### config.mk
export PLATFORM = sky130hd
export DESIGN_NAME = dbg_jtag_bridge
export DESIGN_NICKNAME = d
export VERILOG_FILES = /design/src/rtl/dbg_jtag_pkg.sv /design/src/rtl/dbg_tap_ctrl.sv /design/src/rtl/dbg_ir_reg.sv /design/src/rtl/dbg_dr_path.sv /design/src/rtl/dbg_bus_ctl.sv /design/src/rtl/dbg_jtag_bridge.sv
export SDC_FILE = /design/constraint.sdc
export NUM_CORES = 1
export LEC_CHECK = 0
export ABC_CLOCK_PERIOD_IN_PS = 2800
export BUFFER_PORTS_ARGS = -buffer_cell sky130_fd_sc_hd__buf_2
export CAP_MARGIN = 10
export CORE_MARGIN = 4
export CORE_UTILIZATION = 50
export CTS_CLUSTER_SIZE = 10
export DETAILED_ROUTE_END_ITERATION = 10
export PLACE_DENSITY = 0.69
export REMOVE_ABC_BUFFERS = 1
export SYNTH_ARGS = -nofsm -noshare
export SYNTH_HDL_FRONTEND = slang
export SYNTH_SLANG_ARGS = --single-unit
### constraint.sdc
create_clock -name tck -period 2.8 [get_ports tck]
set_input_delay 0.56 -clock tck [delete_from_list [all_inputs] [get_ports tck]]
set_output_delay 0.56 -clock tck [all_outputs]
set_load 0.05 [all_outputs]
### src/rtl/dbg_jtag_pkg.sv
`timescale 1ns/100ps
package dbg_jtag_pkg;

  typedef enum logic [3:0] {
    TS_RESET    = 4'h0,
    TS_IDLE     = 4'h1,
    TS_SEL_DR   = 4'h2,
    TS_CAP_DR   = 4'h3,
    TS_SH_DR    = 4'h4,
    TS_EX1_DR   = 4'h5,
    TS_PAUSE_DR = 4'h6,
    TS_EX2_DR   = 4'h7,
    TS_UPD_DR   = 4'h8,
    TS_SEL_IR   = 4'h9,
    TS_CAP_IR   = 4'hA,
    TS_SH_IR    = 4'hB,
    TS_EX1_IR   = 4'hC,
    TS_PAUSE_IR = 4'hD,
    TS_EX2_IR   = 4'hE,
    TS_UPD_IR   = 4'hF
  } tap_state_t;

  localparam int IR_W = 5;
  localparam logic [IR_W-1:0] INS_IDCODE    = 5'h01;
  localparam logic [IR_W-1:0] INS_XPORT_CS  = 5'h10;
  localparam logic [IR_W-1:0] INS_BUS_ACC   = 5'h11;
  localparam logic [IR_W-1:0] INS_RESET_REQ = 5'h1C;
  localparam logic [IR_W-1:0] IR_CAPTURE    = 5'b00001;

  typedef enum logic [1:0] {
    SEL_IDENT  = 2'd0,
    SEL_CSR    = 2'd1,
    SEL_BUS    = 2'd2,
    SEL_BYPASS = 2'd3
  } dr_sel_t;

  localparam logic [1:0] OP_NOP   = 2'd0;
  localparam logic [1:0] OP_READ  = 2'd1;
  localparam logic [1:0] OP_WRITE = 2'd2;
  localparam logic [1:0] OP_RSVD  = 2'd3;
  localparam logic [1:0] ST_OK    = 2'd0;
  localparam logic [1:0] ST_FAIL  = 2'd2;

  function automatic tap_state_t tap_next(tap_state_t s, logic tms);
    tap_state_t n;
    case (s)
      TS_RESET:    n = tms ? TS_RESET  : TS_IDLE;
      TS_IDLE:     n = tms ? TS_SEL_DR : TS_IDLE;
      TS_SEL_DR:   n = tms ? TS_SEL_IR : TS_CAP_DR;
      TS_CAP_DR:   n = tms ? TS_EX1_DR : TS_SH_DR;
      TS_SH_DR:    n = tms ? TS_EX1_DR : TS_SH_DR;
      TS_EX1_DR:   n = tms ? TS_UPD_DR : TS_PAUSE_DR;
      TS_PAUSE_DR: n = tms ? TS_EX2_DR : TS_PAUSE_DR;
      TS_EX2_DR:   n = tms ? TS_UPD_DR : TS_SH_DR;
      TS_UPD_DR:   n = tms ? TS_SEL_DR : TS_IDLE;
      TS_SEL_IR:   n = tms ? TS_RESET  : TS_CAP_IR;
      TS_CAP_IR:   n = tms ? TS_EX1_IR : TS_SH_IR;
      TS_SH_IR:    n = tms ? TS_EX1_IR : TS_SH_IR;
      TS_EX1_IR:   n = tms ? TS_UPD_IR : TS_PAUSE_IR;
      TS_PAUSE_IR: n = tms ? TS_EX2_IR : TS_PAUSE_IR;
      TS_EX2_IR:   n = tms ? TS_UPD_IR : TS_SH_IR;
      default:     n = tms ? TS_SEL_DR : TS_IDLE;
    endcase
    return n;
  endfunction

  // Transport status word: version in [3:0], address width in [9:4].
  function automatic logic [31:0] csr_word(int unsigned abits);
    return ((32'(abits) & 32'h3F) << 4) | 32'd1;
  endfunction

  function automatic dr_sel_t decode_ins(logic [IR_W-1:0] ins);
    dr_sel_t s;
    case (ins)
      INS_IDCODE:   s = SEL_IDENT;
      INS_XPORT_CS: s = SEL_CSR;
      INS_BUS_ACC:  s = SEL_BUS;
      default:      s = SEL_BYPASS;
    endcase
    return s;
  endfunction

endpackage

### src/rtl/dbg_tap_ctrl.sv
`timescale 1ns/100ps
module dbg_tap_ctrl
  import dbg_jtag_pkg::*;
(
  input  logic       tck,
  input  logic       trst_n,
  input  logic       tms,
  output tap_state_t state,
  output logic       to_reset,
  output logic       ev_cap_dr,
  output logic       ev_sh_dr,
  output logic       ev_upd_dr,
  output logic       ev_cap_ir,
  output logic       ev_sh_ir,
  output logic       ev_upd_ir
);

  tap_state_t nxt;

  assign nxt = tap_next(state, tms);

  always_ff @(posedge tck or negedge trst_n) begin
    if (!trst_n) state <= TS_RESET;
    else         state <= nxt;
  end

  assign to_reset  = (nxt == TS_RESET);
  assign ev_cap_dr = (state == TS_CAP_DR);
  assign ev_sh_dr  = (state == TS_SH_DR);
  assign ev_upd_dr = (state == TS_UPD_DR);
  assign ev_cap_ir = (state == TS_CAP_IR);
  assign ev_sh_ir  = (state == TS_SH_IR);
  assign ev_upd_ir = (state == TS_UPD_IR);

  // Run length of TMS-high samples, saturating, for the reset-reach check.
  logic [2:0] tms_run;
  always_ff @(posedge tck or negedge trst_n) begin
    if (!trst_n)           tms_run <= 3'd0;
    else if (!tms)         tms_run <= 3'd0;
    else if (tms_run != 3'd5) tms_run <= tms_run + 3'd1;
  end

  assert_five_tms_reset_R2: assert property (@(posedge tck) disable iff (!trst_n)
    (tms_run == 3'd5) |-> (state == TS_RESET));

endmodule

### src/rtl/dbg_ir_reg.sv
`timescale 1ns/100ps
module dbg_ir_reg
  import dbg_jtag_pkg::*;
(
  input  logic            tck,
  input  logic            trst_n,
  input  logic            tdi,
  input  logic            to_reset,
  input  logic            ev_cap_ir,
  input  logic            ev_sh_ir,
  input  logic            ev_upd_ir,
  input  tap_state_t      state,
  output logic [IR_W-1:0] ir_sr,
  output logic [IR_W-1:0] ir_q,
  output dr_sel_t         sel
);

  always_ff @(posedge tck or negedge trst_n) begin
    if (!trst_n) begin
      ir_sr <= IR_CAPTURE;
    end else if (ev_cap_ir) begin
      ir_sr <= IR_CAPTURE;
    end else if (ev_sh_ir) begin
      ir_sr <= {tdi, ir_sr[IR_W-1:1]};
    end
  end

  always_ff @(posedge tck or negedge trst_n) begin
    if (!trst_n)        ir_q <= INS_IDCODE;
    else if (to_reset)  ir_q <= INS_IDCODE;
    else if (ev_upd_ir) ir_q <= ir_sr;
  end

  assign sel = decode_ins(ir_q);

  assert_reset_ident_R2: assert property (@(posedge tck) disable iff (!trst_n)
    (state == TS_RESET) |-> (ir_q == INS_IDCODE));

  assert_ir_stable_R1: assert property (@(posedge tck) disable iff (!trst_n)
    (state == TS_SH_IR || state == TS_CAP_IR) |=> $stable(ir_q));

endmodule

### src/rtl/dbg_dr_path.sv
`timescale 1ns/100ps
module dbg_dr_path
  import dbg_jtag_pkg::*;
#(
  parameter int          ABITS  = 7,
  parameter logic [31:0] IDCODE = 32'h1E57_A0C3,
  localparam int         DW     = ABITS + 34
) (
  input  logic          tck,
  input  logic          trst_n,
  input  logic          tdi,
  input  logic          ev_cap_dr,
  input  logic          ev_sh_dr,
  input  dr_sel_t       sel,
  input  logic [DW-1:0] cap_bus,
  output logic [DW-1:0] sr
);

  function automatic int unsigned len_of(dr_sel_t s);
    case (s)
      SEL_IDENT: return 32;
      SEL_CSR:   return 32;
      SEL_BUS:   return DW;
      default:   return 1;
    endcase
  endfunction

  // Right shift of the active length, TDI entering at the top active bit.
  function automatic logic [DW-1:0] shift_in(logic [DW-1:0] v, logic b, int unsigned len);
    logic [DW-1:0] mask;
    logic [DW-1:0] r;
    mask = (len >= DW) ? {DW{1'b1}} : ((DW'(1) << len) - DW'(1));
    r = (v >> 1) & mask;
    r[len-1] = b;
    return r;
  endfunction

  always_ff @(posedge tck or negedge trst_n) begin
    if (!trst_n) begin
      sr <= '0;
    end else if (ev_cap_dr) begin
      case (sel)
        SEL_IDENT: sr <= DW'(IDCODE);
        SEL_CSR:   sr <= DW'(csr_word(ABITS));
        SEL_BUS:   sr <= cap_bus;
        default:   sr <= '0;
      endcase
    end else if (ev_sh_dr) begin
      sr <= shift_in(sr, tdi, len_of(sel));
    end
  end

  assert_bypass_zero_R9: assert property (@(posedge tck) disable iff (!trst_n)
    (ev_cap_dr && sel == SEL_BYPASS) |=> (sr == '0));

endmodule

### src/rtl/dbg_bus_ctl.sv
`timescale 1ns/100ps
module dbg_bus_ctl
  import dbg_jtag_pkg::*;
#(
  parameter int  ABITS = 7,
  localparam int DW    = ABITS + 34
) (
  input  logic             tck,
  input  logic             trst_n,
  input  logic             ev_upd_dr,
  input  dr_sel_t          sel,
  input  logic [DW-1:0]    sr,
  input  logic [31:0]      dbus_rdata,
  input  logic             dbus_err,
  output logic [ABITS-1:0] dbus_addr,
  output logic [31:0]      dbus_wdata,
  output logic             dbus_rd,
  output logic             dbus_wr,
  output logic [DW-1:0]    cap_word
);

  logic [ABITS-1:0] cmd_addr;
  logic [31:0]      cmd_data;
  logic [1:0]       cmd_op;
  logic             issue;
  logic [31:0]      res_data;
  logic [1:0]       res_st;
  logic [ABITS-1:0] addr_q;
  logic [31:0]      wdata_q;

  assign cmd_addr = sr[DW-1:34];
  assign cmd_data = sr[33:2];
  assign cmd_op   = sr[1:0];
  assign issue    = ev_upd_dr && (sel == SEL_BUS);

  always_ff @(posedge tck or negedge trst_n) begin
    if (!trst_n) begin
      addr_q   <= '0;
      wdata_q  <= '0;
      res_data <= '0;
      res_st   <= ST_OK;
      dbus_rd  <= 1'b0;
      dbus_wr  <= 1'b0;
    end else if (issue) begin
      addr_q   <= cmd_addr;
      wdata_q  <= cmd_data;
      res_data <= cmd_data;
      dbus_rd  <= (cmd_op == OP_READ);
      dbus_wr  <= (cmd_op == OP_WRITE);
      res_st   <= (cmd_op == OP_RSVD) ? ST_FAIL : ST_OK;
    end else if (dbus_rd || dbus_wr) begin
      dbus_rd <= 1'b0;
      dbus_wr <= 1'b0;
      res_st  <= dbus_err ? ST_FAIL : ST_OK;
      if (dbus_rd && !dbus_err) res_data <= dbus_rdata;
    end
  end

  assign dbus_addr  = addr_q;
  assign dbus_wdata = wdata_q;
  assign cap_word   = {addr_q, res_data, res_st};

  assert_strobe_excl_R11: assert property (@(posedge tck) disable iff (!trst_n)
    !(dbus_rd && dbus_wr));

  assert_strobe_pulse_R11: assert property (@(posedge tck) disable iff (!trst_n)
    (dbus_rd || dbus_wr) |=> !(dbus_rd || dbus_wr));

  assert_read_issue_R6: assert property (@(posedge tck) disable iff (!trst_n)
    (issue && cmd_op == OP_READ) |=> dbus_rd);

  assert_write_issue_R5: assert property (@(posedge tck) disable iff (!trst_n)
    (issue && cmd_op == OP_WRITE) |=> (dbus_wr && dbus_wdata == $past(cmd_data)));

  assert_no_strobe_R8: assert property (@(posedge tck) disable iff (!trst_n)
    (issue && (cmd_op == OP_NOP || cmd_op == OP_RSVD)) |=> !(dbus_rd || dbus_wr));

  assert_err_status_R7: assert property (@(posedge tck) disable iff (!trst_n)
    ((dbus_rd || dbus_wr) && dbus_err) |=> (cap_word[1:0] == ST_FAIL));

endmodule

### src/rtl/dbg_jtag_bridge.sv
`timescale 1ns/100ps
module dbg_jtag_bridge
  import dbg_jtag_pkg::*;
#(
  parameter int          ABITS  = 7,
  parameter logic [31:0] IDCODE = 32'h1E57_A0C3,
  localparam int         DW     = ABITS + 34
) (
  input  logic             tck,
  input  logic             tms,
  input  logic             tdi,
  input  logic             trst_n,
  output logic             tdo,
  output logic [ABITS-1:0] dbus_addr,
  output logic [31:0]      dbus_wdata,
  output logic             dbus_rd,
  output logic             dbus_wr,
  input  logic [31:0]      dbus_rdata,
  input  logic             dbus_err
);

  tap_state_t      state;
  logic            to_reset;
  logic            ev_cap_dr, ev_sh_dr, ev_upd_dr;
  logic            ev_cap_ir, ev_sh_ir, ev_upd_ir;
  logic [IR_W-1:0] ir_sr;
  logic [IR_W-1:0] ir_q;
  dr_sel_t         sel;
  logic [DW-1:0]   sr;
  logic [DW-1:0]   cap_word;

  dbg_tap_ctrl u_tap (
    .tck       (tck),
    .trst_n    (trst_n),
    .tms       (tms),
    .state     (state),
    .to_reset  (to_reset),
    .ev_cap_dr (ev_cap_dr),
    .ev_sh_dr  (ev_sh_dr),
    .ev_upd_dr (ev_upd_dr),
    .ev_cap_ir (ev_cap_ir),
    .ev_sh_ir  (ev_sh_ir),
    .ev_upd_ir (ev_upd_ir)
  );

  dbg_ir_reg u_ir (
    .tck       (tck),
    .trst_n    (trst_n),
    .tdi       (tdi),
    .to_reset  (to_reset),
    .ev_cap_ir (ev_cap_ir),
    .ev_sh_ir  (ev_sh_ir),
    .ev_upd_ir (ev_upd_ir),
    .state     (state),
    .ir_sr     (ir_sr),
    .ir_q      (ir_q),
    .sel       (sel)
  );

  dbg_dr_path #(.ABITS(ABITS), .IDCODE(IDCODE)) u_dr (
    .tck       (tck),
    .trst_n    (trst_n),
    .tdi       (tdi),
    .ev_cap_dr (ev_cap_dr),
    .ev_sh_dr  (ev_sh_dr),
    .sel       (sel),
    .cap_bus   (cap_word),
    .sr        (sr)
  );

  dbg_bus_ctl #(.ABITS(ABITS)) u_bus (
    .tck        (tck),
    .trst_n     (trst_n),
    .ev_upd_dr  (ev_upd_dr),
    .sel        (sel),
    .sr         (sr),
    .dbus_rdata (dbus_rdata),
    .dbus_err   (dbus_err),
    .dbus_addr  (dbus_addr),
    .dbus_wdata (dbus_wdata),
    .dbus_rd    (dbus_rd),
    .dbus_wr    (dbus_wr),
    .cap_word   (cap_word)
  );

  // Output stage on the falling edge.
  always_ff @(negedge tck or negedge trst_n) begin
    if (!trst_n)         tdo <= 1'b0;
    else if (ev_sh_ir)   tdo <= ir_sr[0];
    else if (ev_sh_dr)   tdo <= sr[0];
    else                 tdo <= 1'b0;
  end

  assert_tdo_quiet_R10: assert property (@(posedge tck) disable iff (!trst_n)
    !(state == TS_SH_IR || state == TS_SH_DR) |-> !tdo);

endmodule

==> flow_metrics.py <==
metrics = {
    "power": {
        "power_density_nw_per_um2": 1020,
        "power_frac_seq": 0.399,
        "clkPwrFrac": 0.314,
        "power_report.internal_total_mw": 4.60,
        "ir_worst_vdd_v": 0.000609,
        "power_leakage_nw": 3.28,
        "post-layout-total-power_mw": 7.00,
        "power.switching_mw": 2.41,
        "power_switching_share": 0.344,
        "power.combinational.fraction": 0.287,
    },
    "setup_path": {
        "crit_startpoint": "tdo$_DFF_NN0_",
        "path_delay_family": "flip-flops",
        "path_buf_inv": 1,
        "setup.worst_path.start_class": "flop",
        "rr_startpoint": "u_tap.state[3]$_DFF_PN0_",
        "worstPathRequired_ns": 2.24,
        "crit_path_cell_trace": "buf_6",
        "timing.critical_path.arrival_ns": 2.34,
        "critical-path-slowest-cell": "sky130_fd_sc_hd__dfrtn_1",
        "timing.setup.critical_path_class": "flop to primary output",
        "crit_path_max_fanout": 1,
        "worst_path_largest_cell_delay_ns": 0.40,
        "crit_path_end_kind": "primary output",
    },
    "detailed_routing": {
        "wire_per_inst_um": 16.1,
        "via_per_inst": 5.49,
        "ant_nets_after_route": 0,
        "dr_pass1_iterations": 5,
        "remaining_drc_errors": 0,
        "drt_iter0_drc": 388,
        "wirelength_mm": 12.7,
        "vias": 4339,
    },
    "timing": {
        "whs_ns": 0.238,
        "hold_viol_final": 0,
        "worst_slew_margin_rel": 0.531,
        "maxSlewViolCount": 0,
        "finalClockSkew_ns": 0.0206,
        "rsz_0062_raised_after_global_routing": "yes",
        "setup_viol": 1,
        "worst_pin_slew_ns": 0.703,
        "timing.final.ws_setup_ns": -0.102,
    },
    "yosys": {
        "syn_inst": 573,
        "mappedNetlistArea_sq_um": 5760,
        "synthDistinctLibCells": 44,
        "yosysSeqAreaShare": 0.565,
        "synth_ff_type": "sky130_fd_sc_hd__dfrtp_1",
        "postSynthAreaPerCell_sq_um": 10.1,
        "synth-async-reset-ratio": 1.00,
        "synth_edf_count": 0,
        "synth-seq-cells": 130,
        "ys.warnings.count": 0,
    },
    "die": {
        "floorplan.core_area_sq_um": 11100,
        "initial_utilization": 0.520,
        "ioPinCount": 79,
        "overall_die_width_um": 115,
        "dieHeight_um": 115,
        "die_area_sq_um": 13300,
        "placementRows": 38,
    },
    "cts": {
        "ctsHtreeMaxLevel": 4,
        "hold_fix_buffers_at_cts": 0,
        "clock_tree.buffer_depth": 2,
        "tritoncts.num_buffers": 17,
        "library_cell_used_as_clock_root_buffer": "sky130_fd_sc_hd__clkbuf_16",
        "cts_tree": "built",
        "cts.reportedPaths.clkPinSlew_ns": 0.05,
        "cts.sinks": 130,
        "clock_latency_reported_for_the_late_side_of_the_worst_skew_pair_ns": 0.41,
    },
    "cells_and_area": {
        "most_frequent_cells_in_the_layout": "sky130_fd_sc_hd__dfrtp_1, sky130_fd_sc_hd__nand2_1, sky130_fd_sc_hd__o21ai_0, sky130_fd_sc_hd__buf_2, sky130_fd_sc_hd__inv_1",
        "layout_commonest_cell": "sky130_fd_sc_hd__dfrtp_1",
        "finish.net_count": 678,
        "register_area_sq_um": 3260,
        "antenna-diode-count": 0,
        "filler_cell_count": 907,
        "layout.cells.non_filler": 791,
        "multi_input_area_sq_um": 2110,
        "share_of_post_route_cells_with_drive_strength_above_1": 0.210,
        "area_growth_pct": 19.2,
    },
    "worst_hold_path": {
        "worstHoldPathType": "input pin to asynchronous set/reset pin",
    },
    "global_route": {
        "first_pass_grt_wire_length_mm": 21.3,
        "grt_max_degree": 130,
        "first_global_vias": 4339,
        "antenna_found_initial": 1,
        "gr-total-overflow": 0,
        "track_usage": 0.205,
    },
    "run_status": {
        "failed_checks": "setup timing",
        "outcome": "complete, but fails checks",
    },
    "run": {
        "drv.max_cap_violation_count": 0,
    },
    "placement": {
        "place_inst": 762,
        "port_buffers": 78,
        "post_dp_hpwl_mm": 8.23,
        "gpl.final_weighted_congestion": 0.839,
    },
}
-- Yosys cell counts, types with 2 or more instances --
cell type	instances	area, sq um
sky130_fd_sc_hd__nand3_1	9	45.0
sky130_fd_sc_hd__buf_6	3	33.8
sky130_fd_sc_hd__a211oi_1	2	15.0
sky130_fd_sc_hd__o21ai_0	78	390
sky130_fd_sc_hd__dfrtp_1	127	3180
sky130_fd_sc_hd__clkbuf_1	22	82.6
sky130_fd_sc_hd__a221oi_1	2	17.5
sky130_fd_sc_hd__or3_1	2	12.5
sky130_fd_sc_hd__nor2b_1	3	18.8
sky130_fd_sc_hd__inv_1	49	184
sky130_fd_sc_hd__a32oi_1	2	17.5
sky130_fd_sc_hd__nand2b_1	5	31.3
sky130_fd_sc_hd__nand2_1	89	334
sky130_fd_sc_hd__nor2_1	21	78.8
sky130_fd_sc_hd__o21ai_1	5	25.0
sky130_fd_sc_hd__a22oi_1	17	128
sky130_fd_sc_hd__buf_1	2	7.51
sky130_fd_sc_hd__o31ai_1	12	90.1
sky130_fd_sc_hd__mux2i_1	37	370
sky130_fd_sc_hd__buf_4	9	67.6
sky130_fd_sc_hd__or2_2	2	12.5
sky130_fd_sc_hd__dfstp_2	2	52.6
sky130_fd_sc_hd__mux2_2	7	78.8
sky130_fd_sc_hd__a221o_1	11	110
sky130_fd_sc_hd__a21oi_1	25	125
sky130_fd_sc_hd__nor3_1	4	20.0
sky130_fd_sc_hd__buf_2	9	45.0
-- registers in the layout, indices dropped and copies added, names as in the netlist --
signal,cells
u_dr.sr,41
u_bus.dbus_wdata,32
u_bus.res_data,32
u_bus.dbus_addr,7
u_ir.ir_q,5
u_ir.ir_sr,5
u_tap.state,4
tdo,1
u_bus.dbus_rd,1
u_bus.dbus_wr,1
u_bus.res_st,1
-- worst paths after layout --
kind / end / slack (ns) / cells past startpoint
max: tdo / -0.10 / 1
min: u_bus.dbus_wr$_DFFE_PN0P_ / 0.24 / 2
max reg2reg: tdo$_DFF_NN0_ / 0.26 / 3
min reg2reg: u_ir.ir_sr[0]$_DFFE_PN1P_ / 0.49 / 2
max in group asynchronous: tdo$_DFF_NN0_ / 1.42 / 1
min in group tck: u_bus.res_data[21]$_DFFE_PN0P_ / 0.44 / 3
-- layer usage --
| layer | routed length (um) | global-route usage | share of wire |
|---|---|---|---|
| met5 | 10 | 0 | 0.00079 |
| met1 | 5940 | 0.284 | 0.47 |
| met3 | 637 | 0.0532 | 0.050 |
| met4 | 221 | 0.0814 | 0.017 |
| met2 | 5890 | 0.311 | 0.46 |
-- through the flow --
step | utilization | worst slack (ns) | cell area [sq um] | setup TNS (ns)
6_report | 0.620 | -0.102 | 6870 | -0.102
4_1_cts | 0.620 | -0.104 | 6870 | -0.104
2_1_floorplan | - | -0.869 | 5520 | -63.51
5_1_grt | 0.620 | -0.126 | 6870 | -0.126
3_3_place_gp | 0.566 | 0.223 | 6270 | 0
3_5_place_dp | 0.566 | 0.232 | 6270 | 0
-- what timing repair did --
action	in CTS	in global routing
setup buffers	0	0
cloned	0	0
gates resized for setup	2	0
setup endpoints to repair	1	1
-- cell type report --
class                   instances  share of cell area
flip-flops and latches        130               0.474
multi-input cells             349               0.307
repair buffers                 94              0.0811
clock buffers                  24              0.0702
inverters                      49              0.0268
well taps                     140              0.0255
clock inverters                 5              0.0149
-- power groups by stage --
stage	clock network [mW]	logic, mW	registers [mW]
global route	2.33	2.23	2.86
CTS	2.24	2.03	2.79
finish	2.20	2.01	2.79
global placement	0	1.94	2.79
detailed placement	0	2.00	2.81
floorplan	0	1.05	3.07
-- logic make-up (layout without fill, tap and decap cells) --
group / count (synthesis) / in the layout / synth area share
xor gates and xnor gates: 1 / 1 / 0.00152
buffers and inverters: 94 / 172 / 0.0730
and+or+nand+nor: 147 / 147 / 0.118
AOI/OAI and AO/OA: 157 / 157 / 0.164
DFF: 130 / 130 / 0.565
muxes: 44 / 44 / 0.0780
Power figures use the tool's default switching activity.
